===== src/rtl/mdb_pkg.sv =====
package mdb_pkg;

    parameter int MDB_DATA_W = 8;
    parameter int MDB_DEPTH  = 4;

    // Command selected for the current cycle after priority resolution.
    typedef enum logic [2:0] {
        CMD_IDLE  = 3'd0,
        CMD_FLUSH = 3'd1,
        CMD_LOAD  = 3'd2,
        CMD_READ  = 3'd3,
        CMD_WRITE = 3'd4
    } mdb_cmd_e;

    // Limit a requested load count to the store depth.
    function automatic int unsigned clamp_count(input int unsigned req, input int unsigned depth);
        return (req > depth) ? depth : req;
    endfunction

endpackage


===== src/rtl/mdb_arbiter.sv =====
module mdb_arbiter
    import mdb_pkg::*;
(
    input  logic     rd_stb,
    input  logic     wr_stb,
    input  logic     flush,
    input  logic     ld_stb,
    input  logic     live,
    input  logic     at_top,
    output mdb_cmd_e cmd
);
    // Priority: flush, load, read, write. Empty reads and full writes become idle.
    always_comb begin
        cmd = CMD_IDLE;
        if (flush) begin
            cmd = CMD_FLUSH;
        end else if (ld_stb) begin
            cmd = CMD_LOAD;
        end else if (rd_stb) begin
            cmd = live ? CMD_READ : CMD_IDLE;
        end else if (wr_stb) begin
            cmd = (live && at_top) ? CMD_IDLE : CMD_WRITE;
        end
    end
endmodule


===== src/rtl/mdb_fill_track.sv =====
module mdb_fill_track
    import mdb_pkg::*;
#(
    parameter int DEPTH = MDB_DEPTH,
    localparam int POS_W = (DEPTH > 1) ? $clog2(DEPTH) : 1,
    localparam int CNT_W = $clog2(DEPTH + 1)
) (
    input  logic             clk,
    input  logic             rst,
    input  mdb_cmd_e         cmd,
    input  logic [CNT_W-1:0] ld_n,
    output logic             live,
    output logic [POS_W-1:0] pos,
    output logic             has_data,
    output logic             full
);
    localparam logic [POS_W-1:0] TOP_POS = POS_W'(DEPTH - 1);

    logic             live_q, live_d;
    logic [POS_W-1:0] pos_q, pos_d;
    logic             hd_q, hd_d;
    logic             full_q, full_d;

    always_comb begin
        live_d = live_q;
        pos_d  = pos_q;
        hd_d   = hd_q;
        full_d = full_q;
        unique case (cmd)
            CMD_FLUSH: begin
                live_d = 1'b0;
                pos_d  = '0;
                hd_d   = 1'b0;
                full_d = 1'b0;
            end
            CMD_LOAD: begin
                live_d = (ld_n != '0);
                pos_d  = (ld_n != '0) ? POS_W'(ld_n - 1'b1) : '0;
                hd_d   = (ld_n != '0);
                full_d = (ld_n == CNT_W'(DEPTH));
            end
            CMD_READ: begin
                if (pos_q == '0) begin
                    live_d = 1'b0;
                    hd_d   = 1'b0;
                end else begin
                    pos_d = pos_q - 1'b1;
                end
                if (pos_q == TOP_POS) begin
                    full_d = 1'b0;
                end
            end
            CMD_WRITE: begin
                live_d = 1'b1;
                pos_d  = live_q ? pos_q + 1'b1 : '0;
                if (!live_q) begin
                    hd_d = 1'b1;
                end
                if (pos_d == TOP_POS) begin
                    full_d = 1'b1;
                end
            end
            default: ;
        endcase
    end

    always_ff @(posedge clk) begin
        if (rst) begin
            live_q <= 1'b0;
            pos_q  <= '0;
            hd_q   <= 1'b0;
            full_q <= 1'b0;
        end else begin
            live_q <= live_d;
            pos_q  <= pos_d;
            hd_q   <= hd_d;
            full_q <= full_d;
        end
    end

    assign live     = live_q;
    assign pos      = pos_q;
    assign has_data = hd_q;
    assign full     = full_q;
endmodule


===== src/rtl/mdb_store.sv =====
module mdb_store
    import mdb_pkg::*;
#(
    parameter int DATA_W = MDB_DATA_W,
    parameter int DEPTH  = MDB_DEPTH,
    localparam int POS_W = (DEPTH > 1) ? $clog2(DEPTH) : 1,
    localparam int CNT_W = $clog2(DEPTH + 1)
) (
    input  logic                    clk,
    input  logic                    rst,
    input  mdb_cmd_e                cmd,
    input  logic [POS_W-1:0]        wr_pos,
    input  logic [DATA_W-1:0]       wr_data,
    input  logic [CNT_W-1:0]        ld_n,
    input  logic [DATA_W*DEPTH-1:0] ld_data,
    output logic [DATA_W-1:0]       head
);
    logic [DATA_W-1:0] ent_q [DEPTH];

    for (genvar gi = 0; gi < DEPTH; gi++) begin : g_ent
        logic [DATA_W-1:0] above;
        logic [DATA_W-1:0] nxt;

        if (gi < DEPTH - 1) begin : g_mid
            assign above = ent_q[gi+1];
        end else begin : g_last
            assign above = '0;
        end

        always_comb begin
            nxt = ent_q[gi];
            unique case (cmd)
                CMD_FLUSH: nxt = '0;
                CMD_LOAD:  if (CNT_W'(gi) < ld_n) nxt = ld_data[gi*DATA_W +: DATA_W];
                CMD_READ:  nxt = above;
                CMD_WRITE: if (wr_pos == POS_W'(gi)) nxt = wr_data;
                default: ;
            endcase
        end

        always_ff @(posedge clk) begin
            if (rst) begin
                ent_q[gi] <= '0;
            end else begin
                ent_q[gi] <= nxt;
            end
        end
    end

    assign head = ent_q[0];
endmodule


===== src/rtl/byte_stage_buffer.sv =====
module byte_stage_buffer
    import mdb_pkg::*;
#(
    parameter int DATA_W = MDB_DATA_W,
    parameter int DEPTH  = MDB_DEPTH,
    parameter logic [DATA_W-1:0] EMPTY_BYTE = '1,
    localparam int POS_W = (DEPTH > 1) ? $clog2(DEPTH) : 1,
    localparam int CNT_W = $clog2(DEPTH + 1)
) (
    input  logic                    clk,
    input  logic                    rst,
    input  logic                    rd_stb,
    input  logic                    wr_stb,
    input  logic [DATA_W-1:0]       wr_data,
    input  logic                    flush,
    input  logic                    ld_stb,
    input  logic [CNT_W-1:0]        ld_count,
    input  logic [DATA_W*DEPTH-1:0] ld_data,
    output logic [DATA_W-1:0]       rd_data,
    output logic                    has_data,
    output logic                    full
);
    mdb_cmd_e          cmd;
    logic              live;
    logic [POS_W-1:0]  pos;
    logic [POS_W-1:0]  wr_pos;
    logic [CNT_W-1:0]  ld_n;
    logic [DATA_W-1:0] head;

    assign ld_n   = CNT_W'(clamp_count(int'(ld_count), DEPTH));
    assign wr_pos = live ? pos + 1'b1 : '0;

    mdb_arbiter u_arb (
        .rd_stb (rd_stb),
        .wr_stb (wr_stb),
        .flush  (flush),
        .ld_stb (ld_stb),
        .live   (live),
        .at_top (pos == POS_W'(DEPTH - 1)),
        .cmd    (cmd)
    );

    mdb_fill_track #(.DEPTH(DEPTH)) u_fill (
        .clk      (clk),
        .rst      (rst),
        .cmd      (cmd),
        .ld_n     (ld_n),
        .live     (live),
        .pos      (pos),
        .has_data (has_data),
        .full     (full)
    );

    mdb_store #(.DATA_W(DATA_W), .DEPTH(DEPTH)) u_store (
        .clk     (clk),
        .rst     (rst),
        .cmd     (cmd),
        .wr_pos  (wr_pos),
        .wr_data (wr_data),
        .ld_n    (ld_n),
        .ld_data (ld_data),
        .head    (head)
    );

    assign rd_data = live ? head : EMPTY_BYTE;
endmodule


===== config.mk =====
export PLATFORM = sky130hd
export DESIGN_NAME = byte_stage_buffer
export DESIGN_NICKNAME = d
export VERILOG_FILES = /design/src/rtl/mdb_pkg.sv /design/src/rtl/mdb_arbiter.sv /design/src/rtl/mdb_fill_track.sv /design/src/rtl/mdb_store.sv /design/src/rtl/byte_stage_buffer.sv
export SDC_FILE = /design/constraint.sdc
export NUM_CORES = 1
export LEC_CHECK = 0
export BUFFER_PORTS_ARGS = -buffer_cell sky130_fd_sc_hd__buf_2
export CAP_MARGIN = 30
export CELL_PAD_IN_SITES_DETAIL_PLACEMENT = 0
export CELL_PAD_IN_SITES_GLOBAL_PLACEMENT = 1
export CORE_UTILIZATION = 37
export CTS_BUF_LIST = sky130_fd_sc_hd__clkbuf_16
export CTS_CLUSTER_DIAMETER = 100
export DETAILED_ROUTE_END_ITERATION = 6
export PLACE_DENSITY = 0.78
export SLEW_MARGIN = 30
export SYNTH_ARGS = -nofsm -noshare
export SYNTH_HDL_FRONTEND = slang
export SYNTH_SLANG_ARGS = --single-unit
export TNS_END_PERCENT = 30

===== constraint.sdc =====
create_clock -name clk -period 2.6 [get_ports clk]
set_clock_uncertainty 0.15 [all_clocks]
set_input_delay 0.26 -clock clk [delete_from_list [all_inputs] [get_ports clk]]
set_output_delay 0.26 -clock clk [all_outputs]
set_load 0.005 [all_outputs]

== Word level (Yosys, flattened, before mapping) ==
Memory sizes are Yosys's and may differ from the RTL's.
Cells that the tools add are included.
W data, S select, Z words.

* Add/subtract/negate cells: 3
* $lt $le $gt $ge: 5
* Equal/unequal tests: 14
* Mux-type cells: 38
* Bitwise operators: 4
* Reductions and logical operators: 10

{| class="wikitable"
|+ Operators by type and width
! operator !! number
|-
| $mux W8 || 13
|-
| $pmux W8 S4 || 3
|-
| $pmux W8 S3 || 1
|-
| $mux W3 || 6
|-
| $pmux W1 S4 || 3
|-
| $mux W2 || 4
|-
| $pmux W2 S4 || 1
|-
| $mux W1 || 7
|-
| $eq A2 B2 Y1 const B || 3
|-
| $eq A3 B2 Y1 const B || 2
|-
| $eq A3 B3 Y1 const B || 2
|-
| $lt A1 B3 Y1 const A || 2
|-
| $lt A2 B3 Y1 const A || 2
|-
| $ne A2 B2 Y1 const B || 3
|-
| $reduce_and A3 Y1 || 2
|-
| $logic_not A2 Y1 || 2
|-
| $ne A2 B1 Y1 const B || 2
|-
| $or A1 B1 Y1 || 4
|-
| $reduce_and A2 Y1 || 2
|-
| $reduce_bool A4 Y1 || 1
|-
| $sub A2 B1 Y2 const B || 2
|-
| $eq A3 B1 Y1 const B || 1
|-
| $gt A3 B3 Y1 const B || 1
|-
| $reduce_bool A3 Y1 || 1
|-
| other kinds (4) || 4
|}

* Register bits after elaboration: 5
* Bits in writable memories: 32
* Input bits: 49
* Output and inout port bits: 10
* Logic and storage cells: 79
* Memories: 1

{| class="wikitable"
|+ Memories
! name !! words !! bits a word !! rd ports !! clocked after Yosys merged registers in !! wr ports !! line !! source
|-
| u_store.ent_q || 4 || 8 || 4 || 0 || 4 || mdb_store.sv:18 || <nowiki>logic [DATA_W-1:0] ent_q [DEPTH];</nowiki>
|}

== Depth between registers and ports, before layout ==
Gate-level depths: netlist of the first run.

* Depth after elaboration: 11
* Mapped depth: 8
* Depth with buffers taken out: 7

== Cells and area by module ==
A second synthesis of the first run with hierarchy kept.

* Cell total of the unflattened synthesis: 320
* Area, all modules: 2,670.1 um^2

{| class="wikitable"
|+ By module, submodules not included
! module !! instances !! cells each !! area each (um^2) !! sequential area each (um^2)
|-
| mdb_store || 1 || 255 || 2,152.1 || 640.6
|-
| mdb_fill_track || 1 || 45 || 391.6 || 100.1
|-
| byte_stage_buffer || 1 || 14 || 91.3 || 0.0
|-
| mdb_arbiter || 1 || 6 || 35.0 || 0.0
|}

== Worst setup path after synthesis of the first run ==
No wires, ideal clock.

* Path kind: reg-to-reg
* Start: register u_fill.pos_q[0], in the netlist u_fill.pos[0]
* End: memory u_store.ent_q[0][10] in the netlist's numbering
* Setup time: 0.117 ns
* Arrival: 1.810 ns
* Data required time: 2.333 ns
* Slack: 0.523 ns
* Cell stages (with the launch flop): 8
* Path buffers: 0
* Period minus slack after synthesis: 2.077 ns
* Cell sequence: dfxtp_1 inv_1 ha_1 or3b_1 a32o_2 a21oi_2 nor2_2 a22o_1

{| class="wikitable"
|+ RTL lines
! element !! line !! source
|-
| start: declaration || mdb_fill_track.sv:20 || <nowiki>logic [POS_W-1:0] pos_q, pos_d;</nowiki>
|-
| start signal: assignment || mdb_fill_track.sv:75 || <nowiki>pos_q <= pos_d;</nowiki>
|-
| end: declaration || mdb_store.sv:18 ||
|}

==> results of run 1 <==
==> final cells by class <==
class                   instances  area share
repair buffers                 65       0.137
well taps                      70      0.0351
inverters                       5     0.00753
clock inverters                 3     0.00702
clock buffers                   5      0.0502
multi-input cells             178       0.466
flip-flops and latches         37       0.297
==> metrics by stage <==
step	area [um^2]	power [mW]	hold WS, ns	cells
after floorplan	2000	0.751	0.272	235
after global placement	2350	0.831	0.290	355
after detailed placement	2350	0.832	0.294	355
after CTS	2490	1.41	0.0916	363
after global routing	2490	1.45	0.104	363
final	2490	1.39	0.0973	363
==> worst min-delay path, stage by stage <==
cell and delay, ns:
buf_2 0.09, nand2_1 0.04, a311oi_1 0.07
==> cell families (layout without fill, tap and decap cells) <==
group	count (synthesis)	count (layout)	share of synthesized area
DFF	37	37	0.370
AOI/OAI and AO/OA	91	91	0.355
and+or+nand+nor	83	83	0.201
adders and majority gates	2	2	0.0125
buffers and inverters	20	78	0.0512
muxes	2	2	0.0100
==> synth_stat cells (2+ instances only) <==
cell / n
nand2_1: 46
dfxtp_1: 37
a22oi_1: 25
a22o_1: 16
nor2_1: 12
a21oi_1: 11
a311oi_1: 10
nand2b_1: 10
a21o_1: 9
buf_2: 7
buf_4: 5
nor2b_1: 5
inv_1: 4
a21boi_1: 3
clkbuf_1: 3
a21oi_2: 2
a221oi_1: 2
ha_1: 2
mux2i_1: 2
nor3_2: 2
o21ai_0: 2
==> worst paths after layout <==
check,depth (start not counted),end,slack [ns]
worst max-delay path,6,u_store.ent_q[1][6],0.29
worst max register to register,6,u_store.ent_q[1][6],0.29
worst min register to register,2,u_store.ent_q[0][7],0.30
worst min-delay path,3,u_store.ent_q[1][10],0.1
==> routing by layer <==
layer  part of all wire  up-vias  track usage
met5                  0        -            0
met4              0.014        0       0.0597
met3              0.054        9       0.0304
met2               0.41       66        0.248
met1               0.52      825        0.286
li1                   -      992            -
==> state kept, by name, summed over array words and instances (netlist names) <==
| name | flops |
|---|---|
| u_fill.full | 1 |
| u_fill.pos | 2 |
| u_store.ent_q | 32 |
| u_fill.has_data | 1 |
| u_fill.live | 1 |
==> power breakdown <==
part | switching (mW) | internal (mW)
Clock | 0.222 | 0.351
Combinational | 0.116 | 0.0978
Sequential | 0.0148 | 0.592
==> flow_summary.yaml, run 1 <==
status:
  status: "complete, no violations"
pwr:
  power.leakage_nw: 1.09
  vdd_drop_max_mv: 0.353
  p_per_cell_area_nw_per_um2: 559
timing:
  setup-tns-final_ns: 0
  maxClockFrequency_mhz: 433
  setup_ws_ns: 0.292
  grt_setup_unrepaired: "no"
  finalCritPeriodShare: 0.888
  setup-violations-final: 0
  drv_slew: 0
  relSlewSlack: 0.551
  hold_viol: 0
  worstMarginPinSlew_ns: 0.671
  fin_crit_ns: 2.31
logic_synthesis:
  cell_taking_the_most_area_after_synthesis: "dfxtp_1"
  syn-mean-instance-area_um2: 8.52
  netlist.area_leader.share: 0.370
  synth.ff_latch_count: 37
  synthesis.nets: 286
  asyncSetResetFlopFracSynth: 0
  seq_area_frac_synth: 0.370
  post_synth_design_cell_area_um2: 2000
  synth_edf_count: 0
  post_synth_inst_count: 235
  synthDistinctLibCells: 41
  synth_ff_type: "dfxtp_1"
  ys_top_cells_by_area: "dfxtp_1, a22oi_1, nand2_1, a22o_1, a311oi_1"
  synthesis.yosys.warnings: 0
placed_design:
  place.port_buffers: 58
  dpl_worst_slack_ns: 0.327
  gp_congestion: 0.940
  hpwlAfterDp_um: 3820
setup_path:
  worst_path_dominant_cell_family: "compound AO/OA/AOI/OAI gates"
  cp.required_ns: 2.67
  critPathKind: "flip-flop to flip-flop"
  crit_path_cell_trace: "ha_1 -> a21boi_1 -> nand2_1 -> a211o_1 -> nor2b_1 -> a22o_1"
  critPathArrivalTime_ns: 2.37
  startpoint: "u_fill.pos[0]"
  timing.critical_path.to_type: "flip-flop"
  cp_num_buf_inv: 0
  worstSetupStartpointType: "flip-flop"
  crit_fanout: 8
  cp_slowest_cell: "nor2b_1"
  reg2reg_from: "u_fill.pos[0]"
  cpPeakStageDelay_ns: 0.45
clocking:
  clock-sinks: 37
  worst_path_clk_slew_ns: 0.06
  clock_tree.htree_level_count: 2
  postCtsSetupRepairBufs: 0
  tritoncts: "done"
  post_cts.resized_instances: 0
  worst_skew_pair.late_latency_ns: 0.27
  tritoncts.num_buffers: 5
  cts-hold-fix-buffers: 0
  cts_root_buffer: "clkbuf_16"
  clock_tree.buffer_depth: 2
floorplanning:
  die_x_um: 75.6
  initial_utilization: 0.387
  die_area_um2: 5710
  ios: 59
  die_height_um: 75.6
  total_core_area_um2: 5170
  rows: 26
final_layout:
  final_antenna_diode_count: 0
  fin_util: 0.482
  most-common-layout-cells: "buf_2, nand2_1, dfxtp_1, a22oi_1, a22o_1"
  n_fill_cell: 499
  register_area_um2: 741
  layout.cells.most_common: "buf_2"
  area_delta_synth_final_pct: 24.6
  net_total_in_the_final_layout: 343
  multiInputGateArea_um2: 1160
  post_route_cells_drive_above_1_share: 0.294
routing:
  drt_pre_antenna_iters: 5
  wirelength_um: 5050
  dr.first_iter.drc_count: 110
  ant_nets: 0
  via_per_inst: 5.21
  routedWlPerCell_um: 13.9
  routed_via_count: 1892
  drcViolationCount: 0
global_routing:
  grt_overflow: 0
  grt_pass1_vias: 1605
  initial_antenna_violation_count: 0
  grt_first_pass_wirelength_um: 7870
  grt_start_max_net_pins: 24
  global_router_s_overall_resource_usage: 0.182
hold_path:
  worstHoldStart: "ld_data[26]"
  hold_path.class: "input port to flip-flop"
run:
  max_cap_violations: 0
Power figures use the tool's default switching activity.
==> run 2: changes to the inputs <==
- PLACE_DENSITY: 0.78 -> unset
- PLACE_DENSITY_LB_ADDON: unset -> 0.1
==> flow_summary.yaml, run 2 (synthesis results as in run 1) <==
timing:
  worstMarginPinSlew_ns: 0.666
  setup_ws_ns: 0.217
  drv_slew: 0
  grt_setup_unrepaired: "no"
  hold_viol: 0
  finalCritPeriodShare: 0.916
  maxClockFrequency_mhz: 420
  fin_crit_ns: 2.38
  relSlewSlack: 0.554
  setup-violations-final: 0
  setup-tns-final_ns: 0
final_layout:
  layout.cells.non_filler: 362
  final_antenna_diode_count: 0
  layout.cells.most_common: "buf_2"
  n_fill_cell: 525
  largest_reg_flops: 32
  most-common-layout-cells: "buf_2, nand2_1, dfxtp_1, a22oi_1, a22o_1"
  post_route_cells_drive_above_1_share: 0.291
  net_total_in_the_final_layout: 342
  area_delta_synth_final_pct: 25.4
  registers.top_by_ff_count: "u_store.ent_q"
setup_path:
  cpPeakStageDelay_ns: 0.48
  critPathKind: "flip-flop to flip-flop"
  worstSetupStartpointType: "flip-flop"
  cp.required_ns: 2.67
  timing.critical_path.to_type: "flip-flop"
  crit_path_cell_trace: "ha_1 -> a21boi_1 -> and2_1 -> a22oi_1 -> a21oi_2 -> a22o_1"
  critPathArrivalTime_ns: 2.45
  cp_slowest_cell: "and2_1"
  crit_fanout: 12
pwr:
  p_per_cell_area_nw_per_um2: 598
  power.leakage_nw: 1.09
  vdd_drop_max_mv: 0.258
  power.total_mw: 1.50
clocking:
  cts_root_buffer: "clkbuf_16"
  cts-hold-fix-buffers: 0
  tritoncts.num_buffers: 5
  postCtsSetupRepairBufs: 0
  clock_tree.buffer_depth: 2
  tritoncts: "done"
  worst_skew_pair.late_latency_ns: 0.28
  worst_path_clk_slew_ns: 0.06
  post_cts.resized_instances: 0
  clock_tree.htree_level_count: 2
  clock-sinks: 37
floorplanning:
  ios: 59
  total_core_area_um2: 5170
  initial_utilization: 0.387
  rows: 26
  die_height_um: 75.6
  die_x_um: 75.6
  die_area_um2: 5710
routing:
  routed_via_count: 1848
  dr.first_iter.drc_count: 99
  ant_nets: 0
  drcViolationCount: 0
  via_per_inst: 5.10
  drt_pre_antenna_iters: 4
  wirelength_um: 5290
  routedWlPerCell_um: 14.6
global_routing:
  grt_first_pass_wirelength_um: 8420
  global_router_s_overall_resource_usage: 0.199
  initial_antenna_violation_count: 0
  grt_pass1_vias: 1691
  grt_start_max_net_pins: 27
  globalRouteMet1Util: 0.296
  gr-max-usage-layer: "met1"
  met3_track_demand_over_resource: 0.0529
  use_met2: 0.274
  grt_overflow: 0
hold_path:
  hold_path.class: "input port to flip-flop"
placed_design:
  place.port_buffers: 58
  gp_congestion: 0.855
  hpwlAfterDp_um: 3970
  dpl_worst_slack_ns: 0.252
  place_inst: 354
run:
  max_cap_violations: 0
status:
  status: "complete, no violations"
==> run 2: changes by cell type in the layout (fill, tap and decap cells not counted) <==
| cell | before | now |
|---|---|---|
| bufinv_16 | 0 | 1 |
| clkinvlp_4 | 0 | 1 |
| clkinv_2 | 1 | 0 |
| buf_4 | 7 | 6 |
| clkinv_4 | 1 | 0 |
==> run 2: final cells by class <==
class	count	area, um^2	area share
clock buffers	5	125	0.0499
clock inverters	3	41.3	0.0165
inverters	5	18.8	0.00748
multi-input cells	178	1160	0.463
flip-flops and latches	37	741	0.295
well taps	70	87.6	0.0349
repair buffers	64	335	0.134
==> run 2: per-stage QoR <==
step,util,instance area (um^2),hold WS [ns]
after global placement,0.453,2340,0.289
after floorplan,-,2000,0.272
after detailed placement,0.453,2340,0.293
after global routing,0.485,2510,0.0991
after CTS,0.485,2510,0.0851
final,0.485,2510,0.0902
==> run 2: worst max-delay path, delay by kind of cell, from the launching register on <==
kind / cells / cell delay [ns]
AND/OR/NAND/NOR: 1 / 0.48
AO/OA/AOI/OAI: 4 / 1.06
flip-flops: 1 / 0.36
adder cells (fa/ha/maj): 1 / 0.27
==> run 2: layer usage <==
metal / share of wire / vias to the layer above / wire [um]
met5: 0 / - / 0
met4: 0.012 / 0 / 61
met3: 0.051 / 7 / 267
met2: 0.40 / 57 / 2140
met1: 0.53 / 800 / 2820
li1: - / 984 / -
==> run 2: path summary, 6_finish.rpt <==
check                           start             endpoint  slack (ns)  cells past startpoint
setup / recovery        u_fill.pos[0]  u_store.ent_q[1][7]        0.22                      6
hold / removal            ld_data[24]  u_store.ent_q[1][8]        0.09                      3
setup reg to reg        u_fill.pos[0]  u_store.ent_q[1][7]        0.22                      6
hold reg to reg   u_store.ent_q[0][6]  u_store.ent_q[0][6]        0.30                      2
==> run 2: where the power goes <==
part	total [mW]	switching (mW)	internal, mW
clock network	0.681	0.232	0.449
registers	0.607	0.0145	0.592
logic	0.214	0.116	0.0973
